## src/rtl/spim_pkg.sv

```systemverilog
package spim_pkg;
  localparam int BUS_W = 32;
  localparam logic [15:0] MIRROR_TAG = 16'h8000;

  typedef enum logic [2:0] {
    A_CTRL   = 3'd0,
    A_SETUP  = 3'd1,
    A_TX     = 3'd2,
    A_RXBUF  = 3'd3,
    A_MIRROR = 3'd4,
    A_STATUS = 3'd5
  } reg_addr_e;

  typedef enum logic [1:0] {
    S_IDLE,
    S_SETUP,
    S_PAD,
    S_SHIFT
  } seq_state_e;

  typedef struct packed {
    logic       cpol;
    logic       cpha;
    logic [7:0] half;
    logic [7:0] setup;
  } xfer_cfg_t;
endpackage

```

## src/rtl/spim_regfile.sv

```systemverilog
module spim_regfile
  import spim_pkg::*;
#(
  parameter int DATA_W = 16
) (
  input  logic              clk,
  input  logic              rst_n,
  input  logic [2:0]        reg_addr,
  input  logic              reg_wr,
  input  logic [BUS_W-1:0]  reg_wdata,
  input  logic              reg_rd,
  output logic [BUS_W-1:0]  reg_rdata,
  output xfer_cfg_t         cfg,
  output logic              tx_req,
  output logic [DATA_W-1:0] tx_word,
  input  logic              busy,
  input  logic              rx_done,
  input  logic [DATA_W-1:0] rx_word
);
  logic              cpol_q, cpha_q;
  logic [7:0]        half_q, setup_q;
  logic [DATA_W-1:0] rxbuf_q;
  logic              full_q, ovr_q;
  logic [15:0]       rx16;
  logic [BUS_W-1:0]  rd_mux;
  logic              rd_clear;

  assign rd_clear = reg_rd && (reg_addr == A_RXBUF);
  assign tx_req   = reg_wr && (reg_addr == A_TX);
  assign tx_word  = reg_wdata[DATA_W-1:0];

  always_comb begin
    cfg.cpol  = cpol_q;
    cfg.cpha  = cpha_q;
    cfg.half  = (half_q == 8'd0) ? 8'd1 : half_q;
    cfg.setup = setup_q;
  end

  // configuration registers
  always_ff @(posedge clk or negedge rst_n) begin
    if (!rst_n) begin
      cpol_q  <= 1'b0;
      cpha_q  <= 1'b0;
      half_q  <= 8'd0;
      setup_q <= 8'd0;
    end else begin
      if (reg_wr && reg_addr == A_CTRL) begin
        cpol_q <= reg_wdata[0];
        cpha_q <= reg_wdata[1];
        half_q <= reg_wdata[15:8];
      end
      if (reg_wr && reg_addr == A_SETUP) setup_q <= reg_wdata[7:0];
    end
  end

  // receive buffer and flags; completion wins over a same-edge clear
  always_ff @(posedge clk or negedge rst_n) begin
    if (!rst_n) begin
      rxbuf_q <= '0;
      full_q  <= 1'b0;
      ovr_q   <= 1'b0;
    end else if (rx_done) begin
      rxbuf_q <= rx_word;
      full_q  <= 1'b1;
      ovr_q   <= rd_clear ? 1'b0 : (ovr_q | full_q);
    end else if (rd_clear) begin
      full_q <= 1'b0;
      ovr_q  <= 1'b0;
    end
  end

  assign rx16 = 16'(rxbuf_q);

  always_comb begin
    rd_mux = '0;
    case (reg_addr)
      A_CTRL:   rd_mux = {16'd0, half_q, 6'd0, cpha_q, cpol_q};
      A_SETUP:  rd_mux = {24'd0, setup_q};
      A_RXBUF:  rd_mux = {14'd0, ovr_q, full_q, rx16};
      A_MIRROR: rd_mux = {MIRROR_TAG, rx16};
      A_STATUS: rd_mux = {29'd0, ovr_q, full_q, busy};
      default:  rd_mux = '0;
    endcase
  end

  always_ff @(posedge clk or negedge rst_n) begin
    if (!rst_n)      reg_rdata <= '0;
    else if (reg_rd) reg_rdata <= rd_mux;
  end

  AST_MIRROR_KEEPS_FLAGS: assert property (@(posedge clk) disable iff (!rst_n)
    (reg_rd && reg_addr == A_MIRROR && !rx_done) |=> ($stable(full_q) && $stable(ovr_q)));
  AST_OVERRUN_SET: assert property (@(posedge clk) disable iff (!rst_n)
    (rx_done && full_q && !rd_clear) |=> ovr_q);
  AST_READ_CLEARS: assert property (@(posedge clk) disable iff (!rst_n)
    (rd_clear && !rx_done) |=> (!full_q && !ovr_q));
  AST_COLLIDE_NO_OVERRUN: assert property (@(posedge clk) disable iff (!rst_n)
    (rd_clear && rx_done) |=> (full_q && !ovr_q));
endmodule

```

## src/rtl/spim_sequencer.sv

```systemverilog
module spim_sequencer
  import spim_pkg::*;
#(
  parameter int DATA_W = 16
) (
  input  logic            clk,
  input  logic            rst_n,
  input  xfer_cfg_t       cfg,
  input  logic            tx_req,
  output logic            busy,
  output logic            cs_n,
  output logic            load,
  output logic            tog,
  output logic [$clog2(2*DATA_W+1)-1:0] edge_k,
  output logic            done,
  output logic            cpol_l,
  output logic            cpha_l
);
  localparam int EW    = $clog2(2*DATA_W+1);
  localparam int NEDGE = 2 * DATA_W;
  localparam int CW    = 9;
  localparam int AW    = 10;

  seq_state_e     st_q;
  logic [CW-1:0]  cnt_q;
  logic [EW-1:0]  edges_q;
  logic [7:0]     half_l, setup_l;
  logic           last_edge, cnt_zero;
  logic [AW-1:0]  age_q;

  assign busy      = (st_q != S_IDLE);
  assign cs_n      = (st_q == S_IDLE);
  assign load      = (st_q == S_IDLE) && tx_req;
  assign cnt_zero  = (cnt_q == '0);
  assign last_edge = (edges_q == EW'(NEDGE));
  assign done      = (st_q == S_SHIFT) && cnt_zero && last_edge;
  assign tog       = cnt_zero && (((st_q == S_SETUP) && !cpha_l) ||
                                  (st_q == S_PAD) ||
                                  ((st_q == S_SHIFT) && !last_edge));
  assign edge_k    = (st_q == S_SHIFT) ? edges_q + EW'(1) : EW'(1);

  always_ff @(posedge clk or negedge rst_n) begin
    if (!rst_n) begin
      st_q    <= S_IDLE;
      cnt_q   <= '0;
      edges_q <= '0;
      half_l  <= 8'd1;
      setup_l <= 8'd0;
      cpol_l  <= 1'b0;
      cpha_l  <= 1'b0;
    end else begin
      case (st_q)
        S_IDLE: if (tx_req) begin
          st_q    <= S_SETUP;
          cnt_q   <= {1'b0, cfg.setup} + CW'(1);
          edges_q <= '0;
          half_l  <= cfg.half;
          setup_l <= cfg.setup;
          cpol_l  <= cfg.cpol;
          cpha_l  <= cfg.cpha;
        end
        S_SETUP: if (cnt_zero) begin
          cnt_q <= CW'(half_l) - CW'(1);
          if (cpha_l) st_q <= S_PAD;
          else begin
            st_q    <= S_SHIFT;
            edges_q <= EW'(1);
          end
        end else cnt_q <= cnt_q - CW'(1);
        S_PAD: if (cnt_zero) begin
          st_q    <= S_SHIFT;
          edges_q <= EW'(1);
          cnt_q   <= CW'(half_l) - CW'(1);
        end else cnt_q <= cnt_q - CW'(1);
        S_SHIFT: if (cnt_zero) begin
          if (last_edge) st_q <= S_IDLE;
          else begin
            edges_q <= edges_q + EW'(1);
            cnt_q   <= CW'(half_l) - CW'(1);
          end
        end else cnt_q <= cnt_q - CW'(1);
        default: st_q <= S_IDLE;
      endcase
    end
  end

  // checker counter: cycles since chip select went active
  always_ff @(posedge clk or negedge rst_n) begin
    if (!rst_n)               age_q <= '0;
    else if (st_q == S_IDLE)  age_q <= '0;
    else if (age_q != '1)     age_q <= age_q + AW'(1);
  end

  AST_SETUP_DELAY: assert property (@(posedge clk) disable iff (!rst_n)
    (tog && edge_k == EW'(1)) |->
      (age_q == AW'(setup_l) + AW'(1) + (cpha_l ? AW'(half_l) : AW'(0))));
  AST_START_ONLY_ON_REQ: assert property (@(posedge clk) disable iff (!rst_n)
    $rose(busy) |-> $past(tx_req));
  AST_DONE_ENDS_BUSY: assert property (@(posedge clk) disable iff (!rst_n)
    done |=> !busy);
endmodule

```

## src/rtl/spim_shifter.sv

```systemverilog
module spim_shifter #(
  parameter int DATA_W = 16
) (
  input  logic              clk,
  input  logic              rst_n,
  input  logic              load,
  input  logic [DATA_W-1:0] tx_word,
  input  logic              tog,
  input  logic [$clog2(2*DATA_W+1)-1:0] edge_k,
  input  logic              cpha_l,
  input  logic              cpol_l,
  input  logic              cpol_live,
  input  logic              busy,
  input  logic              miso,
  output logic              mosi,
  output logic              sclk,
  output logic [DATA_W-1:0] rx_word
);
  localparam int EW = $clog2(2*DATA_W+1);

  logic [DATA_W-1:0] txsh_q, rxsh_q;
  logic              phase_q;
  logic              smp_edge, first_lead;

  assign smp_edge   = cpha_l ? !edge_k[0] : edge_k[0];
  assign first_lead = cpha_l && (edge_k == EW'(1));

  always_ff @(posedge clk or negedge rst_n) begin
    if (!rst_n) begin
      txsh_q  <= '0;
      rxsh_q  <= '0;
      phase_q <= 1'b0;
    end else if (load) begin
      txsh_q  <= tx_word;
      phase_q <= 1'b0;
    end else if (tog) begin
      phase_q <= ~phase_q;
      if (smp_edge)         rxsh_q <= {rxsh_q[DATA_W-2:0], miso};
      else if (!first_lead) txsh_q <= {txsh_q[DATA_W-2:0], 1'b0};
    end
  end

  assign mosi    = txsh_q[DATA_W-1];
  assign sclk    = (busy ? cpol_l : cpol_live) ^ phase_q;
  assign rx_word = rxsh_q;

  AST_IDLE_PHASE: assert property (@(posedge clk) disable iff (!rst_n)
    !busy |-> !phase_q);
  AST_MOSI_STABLE_AT_SAMPLE: assert property (@(posedge clk) disable iff (!rst_n)
    (tog && smp_edge) |=> $stable(mosi));
endmodule

```

## src/rtl/spi_cs_master.sv

```systemverilog
module spi_cs_master
  import spim_pkg::*;
#(
  parameter int DATA_W = 16
) (
  input  logic        clk,
  input  logic        rst_n,
  input  logic [2:0]  reg_addr,
  input  logic        reg_wr,
  input  logic [31:0] reg_wdata,
  input  logic        reg_rd,
  output logic [31:0] reg_rdata,
  output logic        spi_cs_n,
  output logic        spi_sclk,
  output logic        spi_mosi,
  input  logic        spi_miso
);
  localparam int EW = $clog2(2*DATA_W+1);

  xfer_cfg_t         cfg;
  logic              tx_req, busy, load, tog, done, cpol_l, cpha_l;
  logic [EW-1:0]     edge_k;
  logic [DATA_W-1:0] tx_word, rx_word;

  spim_regfile #(.DATA_W(DATA_W)) u_regs (
    .clk(clk), .rst_n(rst_n), .reg_addr(reg_addr), .reg_wr(reg_wr),
    .reg_wdata(reg_wdata), .reg_rd(reg_rd), .reg_rdata(reg_rdata),
    .cfg(cfg), .tx_req(tx_req), .tx_word(tx_word), .busy(busy),
    .rx_done(done), .rx_word(rx_word)
  );

  spim_sequencer #(.DATA_W(DATA_W)) u_seq (
    .clk(clk), .rst_n(rst_n), .cfg(cfg), .tx_req(tx_req), .busy(busy),
    .cs_n(spi_cs_n), .load(load), .tog(tog), .edge_k(edge_k), .done(done),
    .cpol_l(cpol_l), .cpha_l(cpha_l)
  );

  spim_shifter #(.DATA_W(DATA_W)) u_shift (
    .clk(clk), .rst_n(rst_n), .load(load), .tx_word(tx_word), .tog(tog),
    .edge_k(edge_k), .cpha_l(cpha_l), .cpol_l(cpol_l), .cpol_live(cfg.cpol),
    .busy(busy), .miso(spi_miso), .mosi(spi_mosi), .sclk(spi_sclk),
    .rx_word(rx_word)
  );

  AST_BUSY_MATCHES_CS: assert property (@(posedge clk) disable iff (!rst_n)
    busy == !spi_cs_n);
endmodule

```

## config.mk

```make
export PLATFORM = sky130hd
export DESIGN_NAME = spi_cs_master
export DESIGN_NICKNAME = d
export VERILOG_FILES = /design/src/rtl/spim_pkg.sv /design/src/rtl/spim_regfile.sv /design/src/rtl/spim_sequencer.sv /design/src/rtl/spim_shifter.sv /design/src/rtl/spi_cs_master.sv
export SDC_FILE = /design/constraint.sdc
export NUM_CORES = 1
export LEC_CHECK = 0
export BUFFER_PORTS_ARGS = -buffer_cell sky130_fd_sc_hd__clkbuf_2
export CAP_MARGIN = 15
export CORE_ASPECT_RATIO = 0.7
export CORE_MARGIN = 1
export CORE_UTILIZATION = 35
export DETAILED_ROUTE_END_ITERATION = 16
export GPL_ROUTABILITY_DRIVEN = 0
export HOLD_SLACK_MARGIN = 0.08
export PLACE_DENSITY = 0.64
export SKIP_LAST_GASP = 1
export SLEW_MARGIN = 25
export SYNTH_ARGS = -nofsm -noshare
export SYNTH_HDL_FRONTEND = slang
export SYNTH_SLANG_ARGS = --single-unit
```

## constraint.sdc

```tcl
create_clock -name clk -period 3.6 [get_ports clk]
set_clock_uncertainty 0.2 [all_clocks]
set_input_delay 0.72 -clock clk [delete_from_list [all_inputs] [get_ports clk]]
set_output_delay 0.72 -clock clk [all_outputs]
set_load 0.03 [all_outputs]
```

==> key figures, run 1 <==
Outcome
  • Status: finished clean

Layout
  • Fin nets: 668
  • Commonest non-fill, non-tap cell in the layout: dfrtp_1
  • Commonest non-fill, non-tap cells in the layout: dfrtp_1, nand2_1, mux2_2
  • Non-Filler Instances: 852
  • Diode count: 0
  • Layout cell share with drive strength beyond 1: 0.247
  • Area growth, synth to finish: 17.4%

Power
  • Peak supply drop: 0.271 mV
  • Sw power: 0.894 mW
  • Sw Share: 0.270
  • Design Power: 3.31 mW
  • Share of total power in the clock network: 0.482
  • Combinational power share: 0.082
  • Reg power frac: 0.436
  • Internal power: 2.42 mW
  • LEAKAGE: 3.01 nW
  • Power Dens Cells: 486 nW/µm²

Die
  • Die ar.: 17,100 µm²
  • Core area: 15,800 µm²
  • Die width: 156 µm
  • Die H: 110 µm
  • Row cnt: 38
  • IO Count: 75
  • Initial core utilization: 0.367

Clocking
  • Clock root buffer master: clkbuf_16
  • Clock-pin slew on the worst setup and hold paths: 0.06 ns
  • CTS tree: yes
  • Setup bufs post-CTS: 0
  • Hold Buf Count CTS: 0
  • Post-cts gate resize count: 0
  • Num CTS Buffers: 17
  • CTS Sinks: 115
  • Htree depth: 4
  • Clock Latency Late Sink: 0.42 ns
  • Clock buffer depth: 2

Worst setup path
  • Critical Path Slowest Stage Cell: a2111oi_0
  • Critical path class: reg2reg
  • Startpoint Class: register
  • CP bufs+invs: 0
  • Reg2reg setup slack: 0.44 ns
  • Reg2reg path depth: 9
  • CP delay by family, top: compound AO/OA/AOI/OAI gates
  • R2R Path End: u_seq.cnt_q[8]
  • Worst Path Arrival: 3.26 ns
  • Critical path fanouts, max: 8
  • CP endpoint kind: register
  • Critical Path Max Stage Delay: 0.50 ns
  • Crit-path cells: nor3_2 -> and3_1 -> a21oi_1 -> ha_1 -> nor3b_1 -> o311ai_2 -> a2111oi_0 -> xor2_1 -> o221a_2
  • Critical Path RT: 3.70 ns
  • RR Startpoint: u_seq.cnt_q[4]

GRT
  • Vias in the first global route: 4,260
  • Grt ovf: 0
  • Largest net degree at the start of global routing: 59
  • Overall Global Routing Usage: 0.169
  • First-pass GRT wire length: 22,300 µm
  • Initial antenna violation count: 0

Logic synthesis
  • Synth warn: 0
  • Post-synthesis instance total: 570
  • #FFs+latches synth: 115
  • Ys flop type: dfrtp_1
  • Asr flop ratio synth: 1.00
  • Mapped Area: 5810 µm²
  • Mean Syn Cell Area: 10.2 µm²
  • Synth cell types: 63
  • Sequential element share of the synthesized area: 0.496
  • Post-synth EDFFs: 0

Route
  • Wire length per cell: 15.6 µm
  • Antenna Violating Nets Remaining: 0
  • Iter 0 DRT Violations: 233
  • Wirelength, routed: 13,300 µm
  • Vias: 4,349
  • DR vias/cell: 5.10
  • DRC violations left: 0
  • DR pass1 iterations: 5

STA
  • RSZ-0062 raised after global routing: false
  • Worst slew pin tran: 0.785 ns
  • Final setup fails: 0
  • Slew Limit Fails: 0
  • Fmax: 316 MHz
  • Slew HR: 0.473
  • Worst setup margin: 0.436 ns
  • Crit share post-route: 0.879
  • Setup Total Neg Slack: 0 ns
  • Final Hold Viols: 0
  • Final Critical Period: 3.16 ns

Placed design
  • Pre-CTS setup slack: 0.467 ns
  • Port bufs: 45
  • Dpl cells: 820
  • Post-DP HPWL: 9320 µm

Flow run
  • Total of max-cap violations: 0

Min path
  • Worst hold-check path type: in2async
-- cell usage after synthesis (3+ instances only) --
cell type / number / area share
o21ai_1: 11 / 0.0095
mux2i_1: 21 / 0.036
a22oi_1: 11 / 0.014
buf_4: 13 / 0.017
nand3_1: 11 / 0.0095
xor2_1: 10 / 0.015
nand2_1: 96 / 0.062
nor3_1: 5 / 0.0043
o21ai_0: 19 / 0.016
nor4_1: 5 / 0.0054
mux2_2: 51 / 0.099
o211ai_1: 3 / 0.0039
inv_1: 13 / 0.0084
or2_2: 3 / 0.0032
nand2b_1: 4 / 0.0043
nor2b_1: 4 / 0.0043
dfrtp_1: 114 / 0.49
nor2_1: 43 / 0.028
nand4_1: 5 / 0.0054
or3_1: 5 / 0.0054
a21oi_1: 39 / 0.034
clkbuf_1: 19 / 0.012
and3_1: 4 / 0.0043
buf_2: 3 / 0.0026
ha_1: 9 / 0.019
xnor2_1: 4 / 0.0060
-- power by group through the flow --
| stage | Clock, mW | Sequential [mW] | Combinational [mW] |
|---|---|---|---|
| 3_5_place_dp | 0 | 1.47 | 0.272 |
| 3_3_place_gp | 0 | 1.47 | 0.267 |
| 2_1_floorplan | 0 | 1.46 | 0.167 |
| 5_1_grt | 1.68 | 1.46 | 0.300 |
| 6_report | 1.60 | 1.45 | 0.270 |
| 4_1_cts | 1.62 | 1.45 | 0.275 |
-- routing by layer --
layer / track usage / vias up / share of wire
met3: 0.0418 / 24 / 0.054
met5: 0 / - / 0
met2: 0.261 / 138 / 0.45
met1: 0.229 / 2090 / 0.47
li1: - / 2097 / -
met4: 0.0658 / 0 / 0.018
-- registers in the layout, indices dropped and copies added, names as in the netlist --
| register | cells |
|---|---|
| u_seq.cpha_l | 1 |
| u_seq.st_q | 2 |
| u_seq.half_l | 8 |
| u_seq.cnt_q | 9 |
| u_regs.half_q | 8 |
| u_regs.full_q | 1 |
| u_seq.cpol_l | 1 |
| u_regs.reg_rdata | 19 |
| u_regs.ovr_q | 1 |
| u_regs.cpol_q | 1 |
| u_shift.rx_word | 16 |
| u_regs.cpha_q | 1 |
| u_shift.phase_q | 1 |
| u_regs.setup_q | 8 |
| u_shift.txsh_q | 16 |
| u_regs.rx16 | 16 |
| u_seq.edges_q | 6 |
-- logic make-up after synthesis --
logic type	synth area share
AND/OR/NAND/NOR	0.163
flip-flops	0.496
AO/OA/AOI/OAI	0.113
multiplexers	0.143
buffers and inverters	0.0435
XOR/XNOR	0.0211
adder cells (fa/ha/maj)	0.0194
other	0.000646
-- worst max-delay path by stage --
| stage | cells past startpoint | slack [ns] | end | startpoint |
|---|---|---|---|---|
| after detailed placement | 9 | 0.47 | u_seq.cnt_q[8] | u_seq.cnt_q[5] |
| after global placement | 9 | 0.53 | u_seq.cnt_q[8] | u_seq.cnt_q[5] |
| final | 9 | 0.44 | u_seq.cnt_q[8] | u_seq.cnt_q[4] |
| after CTS | 9 | 0.46 | u_seq.cnt_q[8] | u_seq.cnt_q[5] |
| after floorplan | 5 | 0.78 | spi_sclk | u_seq.st_q[0] |
| after global routing | 9 | 0.20 | u_seq.cnt_q[8] | u_seq.cnt_q[5] |
-- through the flow --
stage	hold WS (ns)	instance area, µm²	utilization
detailed placement	0.270	6250	0.395
global placement	0.257	6250	0.395
floorplan	0.224	5850	-
global route	0.241	6820	0.431
finish	0.174	6820	0.431
CTS	0.201	6820	0.431
-- cell type report --
type	instances	area [µm²]
fillers	1509	9020
well taps	220	275
clock inverters	12	96.3
multi-input cells	416	2730
repair buffers	56	323
clock buffers	20	467
flip-flops and latches	115	2880
inverters	13	48.8
Note: power is estimated with default switching activity, not from simulation.
==> run 2, diff against run 1 <==
--- a/config.mk
+++ b/config.mk
@@ -13,7 +13,7 @@
 export DETAILED_ROUTE_END_ITERATION = 16
 export GPL_ROUTABILITY_DRIVEN = 0
 export HOLD_SLACK_MARGIN = 0.08
-export PLACE_DENSITY = 0.64
+export PLACE_DENSITY = 0.62
 export SKIP_LAST_GASP = 1
 export SLEW_MARGIN = 25
 export SYNTH_ARGS = -nofsm -noshare
==> run 2 against run 1 <==
  * Register-to-register slack about the same
  * Core utilization up 0.16 points
  * First-iteration DRC count shrank 3.0%
  * Sequential share of layout area down 0.15 points
  * Count of clock-buffer cells in the layout shrank 1
  * Critical path depth unchanged
  * Wire length down 1.3%
  * Worst setup slack lost 0.0091 ns
  * Via count up 1.3%
  * Critical endpoint unchanged
  * Critical path type unchanged
==> key figures, run 2 (synthesis results as in run 1) <==
Outcome
  • Status: finished clean

Clocking
  • Num CTS Buffers: 17
  • Setup bufs post-CTS: 0
  • Clock Latency Late Sink: 0.41 ns
  • Htree depth: 4
  • CTS tree: yes
  • CTS Sinks: 115
  • Clock buffer depth: 2
  • Clock root buffer master: clkbuf_16
  • Clock-pin slew on the worst setup and hold paths: 0.05 ns

Layout
  • Largest register FFs: 19
  • Fin nets: 671
  • Commonest non-fill, non-tap cells in the layout: dfrtp_1, nand2_1, mux2_2
  • Design area: 6840 µm²
  • Layout cell share with drive strength beyond 1: 0.246
  • Diode count: 0
  • Top reg by flops: u_regs.reg_rdata
  • Util after Layout: 0.432
  • Commonest non-fill, non-tap cell in the layout: dfrtp_1
  • Area growth, synth to finish: 17.8%

GRT
  • Vias in the first global route: 4,290
  • Initial antenna violation count: 0
  • Grt ovf: 0
  • Largest net degree at the start of global routing: 40
  • Overall Global Routing Usage: 0.168
  • First-pass GRT wire length: 22,100 µm

Worst setup path
  • CP endpoint kind: register
  • Worst Path Arrival: 3.27 ns
  • Critical Path RT: 3.69 ns
  • Crit-path cells: nor3_4 -> and3_1 -> a21oi_1 -> ha_1 -> nor3b_1 -> o311ai_2 -> a2111oi_0 -> xor2_1 -> o221a_2
  • Critical Path Max Stage Delay: 0.51 ns
  • Critical Path Slowest Stage Cell: a2111oi_0
  • Reg2reg setup slack: 0.43 ns
  • Reg2reg path depth: 9
  • Critical path fanouts, max: 7
  • Critical path class: reg2reg
  • Startpoint Class: register

STA
  • Slew Limit Fails: 0
  • Final hold slack: 0.278 ns
  • RSZ-0062 raised after global routing: false
  • Final Hold Viols: 0
  • Crit share post-route: 0.881
  • Final setup fails: 0
  • Final Critical Period: 3.17 ns
  • Fmax: 315 MHz
  • Slew HR: 0.500
  • Setup Total Neg Slack: 0 ns
  • Worst slew pin tran: 0.749 ns

Power
  • Peak supply drop: 0.299 mV
  • Design Power: 3.35 mW
  • Power Dens Cells: 489 nW/µm²
  • LEAKAGE: 3.03 nW

Min path
  • Worst hold-check path type: reg2reg
  • WHS Path Cells: 2

Die
  • Row cnt: 38
  • Die width: 156 µm
  • IO Count: 75
  • Initial core utilization: 0.367
  • Die ar.: 17,100 µm²
  • Die H: 110 µm
  • Core area: 15,800 µm²

Route
  • Iter 0 DRT Violations: 226
  • Antenna Violating Nets Remaining: 0
  • DR vias/cell: 5.16
  • DRC violations left: 0
  • Vias: 4,405
  • DR pass1 iterations: 5
  • Wire length per cell: 15.4 µm
  • Wirelength, routed: 13,100 µm

Placed design
  • Post-DP HPWL: 9460 µm
  • Port bufs: 45
  • Dpl cell area: 6260 µm²

Flow run
  • Total of max-cap violations: 0
run 2: routing by layer:
layer | share of wire | vias up | track usage | wire, µm
li1 | - | 2096 | - | -
met1 | 0.48 | 2180 | 0.226 | 6310
met2 | 0.46 | 111 | 0.264 | 6000
met3 | 0.050 | 18 | 0.0402 | 651
met4 | 0.013 | 0 | 0.0623 | 168
met5 | 0 | - | 0 | 0
run 2: layout make-up:
cell class	count	area (µm²)
Multi-Input combinational cell	416	2730
Inverter	13	48.8
Clock inverter	12	133
Timing Repair Buffer	59	335
Fill cell	1510	8990
Clock buffer	19	443
Tap cell	220	275
Sequential cell	115	2880
run 2: repair_timing:
action                    CTS  global route
hold endpoints to repair   14             0
hold buffers                1             0
resized for setup           0             0
run 2: report_power, final:
| group | switching [mW] | total [mW] | internal (mW) |
|---|---|---|---|
| registers | 0.0871 | 1.45 | 1.36 |
| clock network | 0.595 | 1.63 | 1.03 |
| logic | 0.159 | 0.272 | 0.114 |
| total | 0.841 | 3.35 | 2.51 |
run 2: critical path: cells and delay by family, from the launching register on:
family	cells	cell delay (ns)
DFF	1	0.49
AOI/OAI and AO/OA	4	1.24
adders and majority gates	1	0.24
xor gates and xnor gates	1	0.13
and+or+nand+nor	3	0.75
run 2: final timing paths:
check	start	to
setup reg to reg	u_seq.cnt_q[6]	u_seq.cnt_q[8]
max in group asynchronous	rst_n	u_seq.st_q[1]
hold / removal	u_shift.rx_word[15]	u_regs.rx16[15]
setup / recovery	u_seq.cnt_q[6]	u_seq.cnt_q[8]
min in group asynchronous	rst_n	u_shift.txsh_q[10]
hold reg to reg	u_shift.rx_word[15]	u_regs.rx16[15]
run 2: stage by stage:
stage          setup slack (ns)  std cells
2_1_floorplan             0.784        582
3_3_place_gp              0.569        822
3_5_place_dp              0.524        822
4_1_cts                   0.490        854
5_1_grt                   0.256        854
6_report                  0.427        854
==> run 3, diff against run 2 <==
--- a/config.mk
+++ b/config.mk
@@ -12,6 +12,7 @@
 export CORE_UTILIZATION = 35
 export DETAILED_ROUTE_END_ITERATION = 16
 export GPL_ROUTABILITY_DRIVEN = 0
+export GPL_TIMING_DRIVEN = 0
 export HOLD_SLACK_MARGIN = 0.08
 export PLACE_DENSITY = 0.62
 export SKIP_LAST_GASP = 1
==> constraint.sdc (replaced) <==
create_clock -name clk -period 3.6 [get_ports clk]
set_clock_uncertainty 0.2 [all_clocks]
set_input_delay 0.72 -clock clk [delete_from_list [all_inputs] [get_ports clk]]
set_output_delay 0.72 -clock clk [all_outputs]
set_load 0.05 [all_outputs]
==> run 3 against run 2 <==
  * Count of clock-buffer cells in the layout up 2
  * Hold slack worse by 0.00091 ns
  * Via count rose by 2.5%
  * Core utilization rose by 0.77 points
  * Wire length rose by 8.8%
  * Cell area rose by 1.8%
  * Largest cell class unchanged
  * Largest power group unchanged
  * Highest routed layer unchanged
==> key figures, run 3 (synthesis results as in run 1) <==
Die
  • IO Count: 75
  • Core area: 15,800 µm²
  • Die H: 110 µm
  • Die width: 156 µm
  • Die ar.: 17,100 µm²
  • Initial core utilization: 0.367
  • Row cnt: 38

Clocking
  • Setup bufs post-CTS: 0
  • Clock buffer depth: 2
  • CTS tree: yes
  • Clock Latency Late Sink: 0.42 ns
  • Clock root buffer master: clkbuf_16
  • Htree depth: 4
  • Clock-pin slew on the worst setup and hold paths: 0.05 ns
  • Num CTS Buffers: 17
  • CTS Sinks: 115

Power
  • Sw power: 0.905 mW
  • Combinational power share: 0.094
  • Design Power: 3.43 mW
  • Peak supply drop: 0.310 mV
  • Reg power frac: 0.421
  • Power Dens Cells: 493 nW/µm²
  • Share of total power in the clock network: 0.484
  • Sw Share: 0.264
  • LEAKAGE: 3.08 nW
  • Internal power: 2.53 mW

GRT
  • Largest net degree at the start of global routing: 78
  • Vias in the first global route: 4,443
  • First-pass GRT wire length: 23,300 µm
  • Initial antenna violation count: 0
  • Overall Global Routing Usage: 0.180
  • Grt ovf: 0

Route
  • DR pass1 iterations: 5
  • Iter 0 DRT Violations: 287
  • Vias: 4,515
  • DR vias/cell: 5.14
  • Antenna Violating Nets Remaining: 0
  • Wire length per cell: 16.3 µm
  • Wirelength, routed: 14,300 µm
  • DRC violations left: 0

Worst setup path
  • Worst Path Arrival: 3.59 ns
  • Critical Path Max Stage Delay: 0.58 ns
  • Critical path class: reg2reg
  • CP endpoint kind: register
  • Reg2reg path depth: 10
  • Reg2reg setup slack: 0.11 ns
  • CP delay by family, top: compound AO/OA/AOI/OAI gates
  • Crit-path cells: nor3_2 -> and3_1 -> clkbuf_1 -> a21oi_1 -> ha_1 -> nor3b_1 -> o311ai_2 -> a2111oi_1 -> xor2_1 -> o221a_2
  • RR Startpoint: u_seq.cnt_q[5]
  • Startpoint Class: register
  • Critical Path Slowest Stage Cell: a2111oi_1
  • R2R Path End: u_seq.cnt_q[8]
  • Critical path fanouts, max: 7
  • CP bufs+invs: 1
  • Critical Path RT: 3.70 ns

Layout
  • Commonest non-fill, non-tap cells in the layout: dfrtp_1, nand2_1, mux2_2
  • Design area: 6960 µm²
  • Largest register FFs: 19
  • Commonest non-fill, non-tap cell in the layout: dfrtp_1
  • Top reg by flops: u_regs.reg_rdata
  • Area growth, synth to finish: 19.9%
  • Filler instances: 1,502
  • Diode count: 0
  • Fin nets: 694
  • Layout cell share with drive strength beyond 1: 0.237

Min path
  • Hold EP: u_regs.rx16[15]
  • HP Start: u_shift.rx_word[15]
  • Worst hold-check path type: reg2reg
  • WHS Path Cells: 2

Flow run
  • Total of max-cap violations: 0

STA
  • Slew Limit Fails: 0
  • Final Hold Viols: 0
  • RSZ-0062 raised after global routing: false
  • Final Critical Period: 3.49 ns
  • Final setup fails: 0
  • Crit share post-route: 0.971
  • Fmax: 286 MHz
  • Worst slew pin tran: 0.841 ns
  • Slew HR: 0.437

Outcome
  • Status: finished clean

Placed design
  • Dpl cell area: 6370 µm²
  • Post-DP HPWL: 10,400 µm
  • Port bufs: 42
-- run 3: cell count changes in the layout (fill, tap and decap cells not counted), sizes merged --
cell / delta
clkbuf: +20
clkinvlp: -1
buf: +5
-- run 3: worst min-delay path, delay by kind of cell, from the launching register on --
kind | cells | cell delay, ns
flip-flops | 1 | 0.34
AND/OR/NAND/NOR | 2 | 0.10
-- run 3: worst max path at each step --
stage	depth (start not counted)	start	endpoint
floorplan	5	u_seq.st_q[0]	spi_sclk
global placement	1	rst_n	u_shift.rx_word[0]
detailed placement	10	u_seq.cnt_q[5]	u_seq.cnt_q[8]
CTS	10	u_seq.cnt_q[5]	u_seq.cnt_q[8]
global route	10	u_seq.cnt_q[4]	u_seq.cnt_q[8]
finish	10	u_seq.cnt_q[5]	u_seq.cnt_q[8]
-- run 3: area by class of cell --
type / instances / area (µm²) / area share
buffer: 38 / 204 / 0.0293
clock buffer: 21 / 450 / 0.0647
clock inverter: 11 / 129 / 0.0185
inverter: 13 / 48.8 / 0.00701
multi-input combinational: 416 / 2720 / 0.391
sequential: 115 / 2880 / 0.413
tap: 220 / 275 / 0.0395
timing repair buffer: 44 / 256 / 0.0368
-- run 3: power by group through the flow --
stage          clock (mW)  combinational, mW  sequential, mW
3_5_place_dp            0              0.324            1.47
5_1_grt              1.75              0.353            1.46
2_1_floorplan           0              0.180            1.49
6_report             1.66              0.324            1.45
3_3_place_gp            0              0.313            1.47
4_1_cts              1.69              0.328            1.45
-- run 3: timing repair --
item | 4_1_cts | 5_1_grt
hold endpoints to repair | 38 | 0
endpoints found under the setup margin | 0 | 1
gates resized for setup | 0 | 1
hold buffers | 1 | 0
-- run 3: metal layers --
metal,up-vias,wire length [µm],part of all wire,track usage
met3,20,824,0.058,0.0449
met2,129,6400,0.45,0.276
met4,0,232,0.016,0.0700
met1,2232,6830,0.48,0.245
met5,-,0,0,0
li1,2134,-,-,-
-- run 3: metrics by stage --
step           std cells  hold slack (ns)  worst slack [ns]   util  setup TNS, ns
4_1_cts              878            0.283             0.140  0.440              0
3_5_place_dp         845            0.263             0.164  0.402              0
2_1_floorplan        582            0.224             0.342      -              0
3_3_place_gp         844            0.252           -0.0289  0.400          -2.39
6_report             878            0.277             0.106  0.440              0
5_1_grt              878            0.303            0.0820  0.440              0
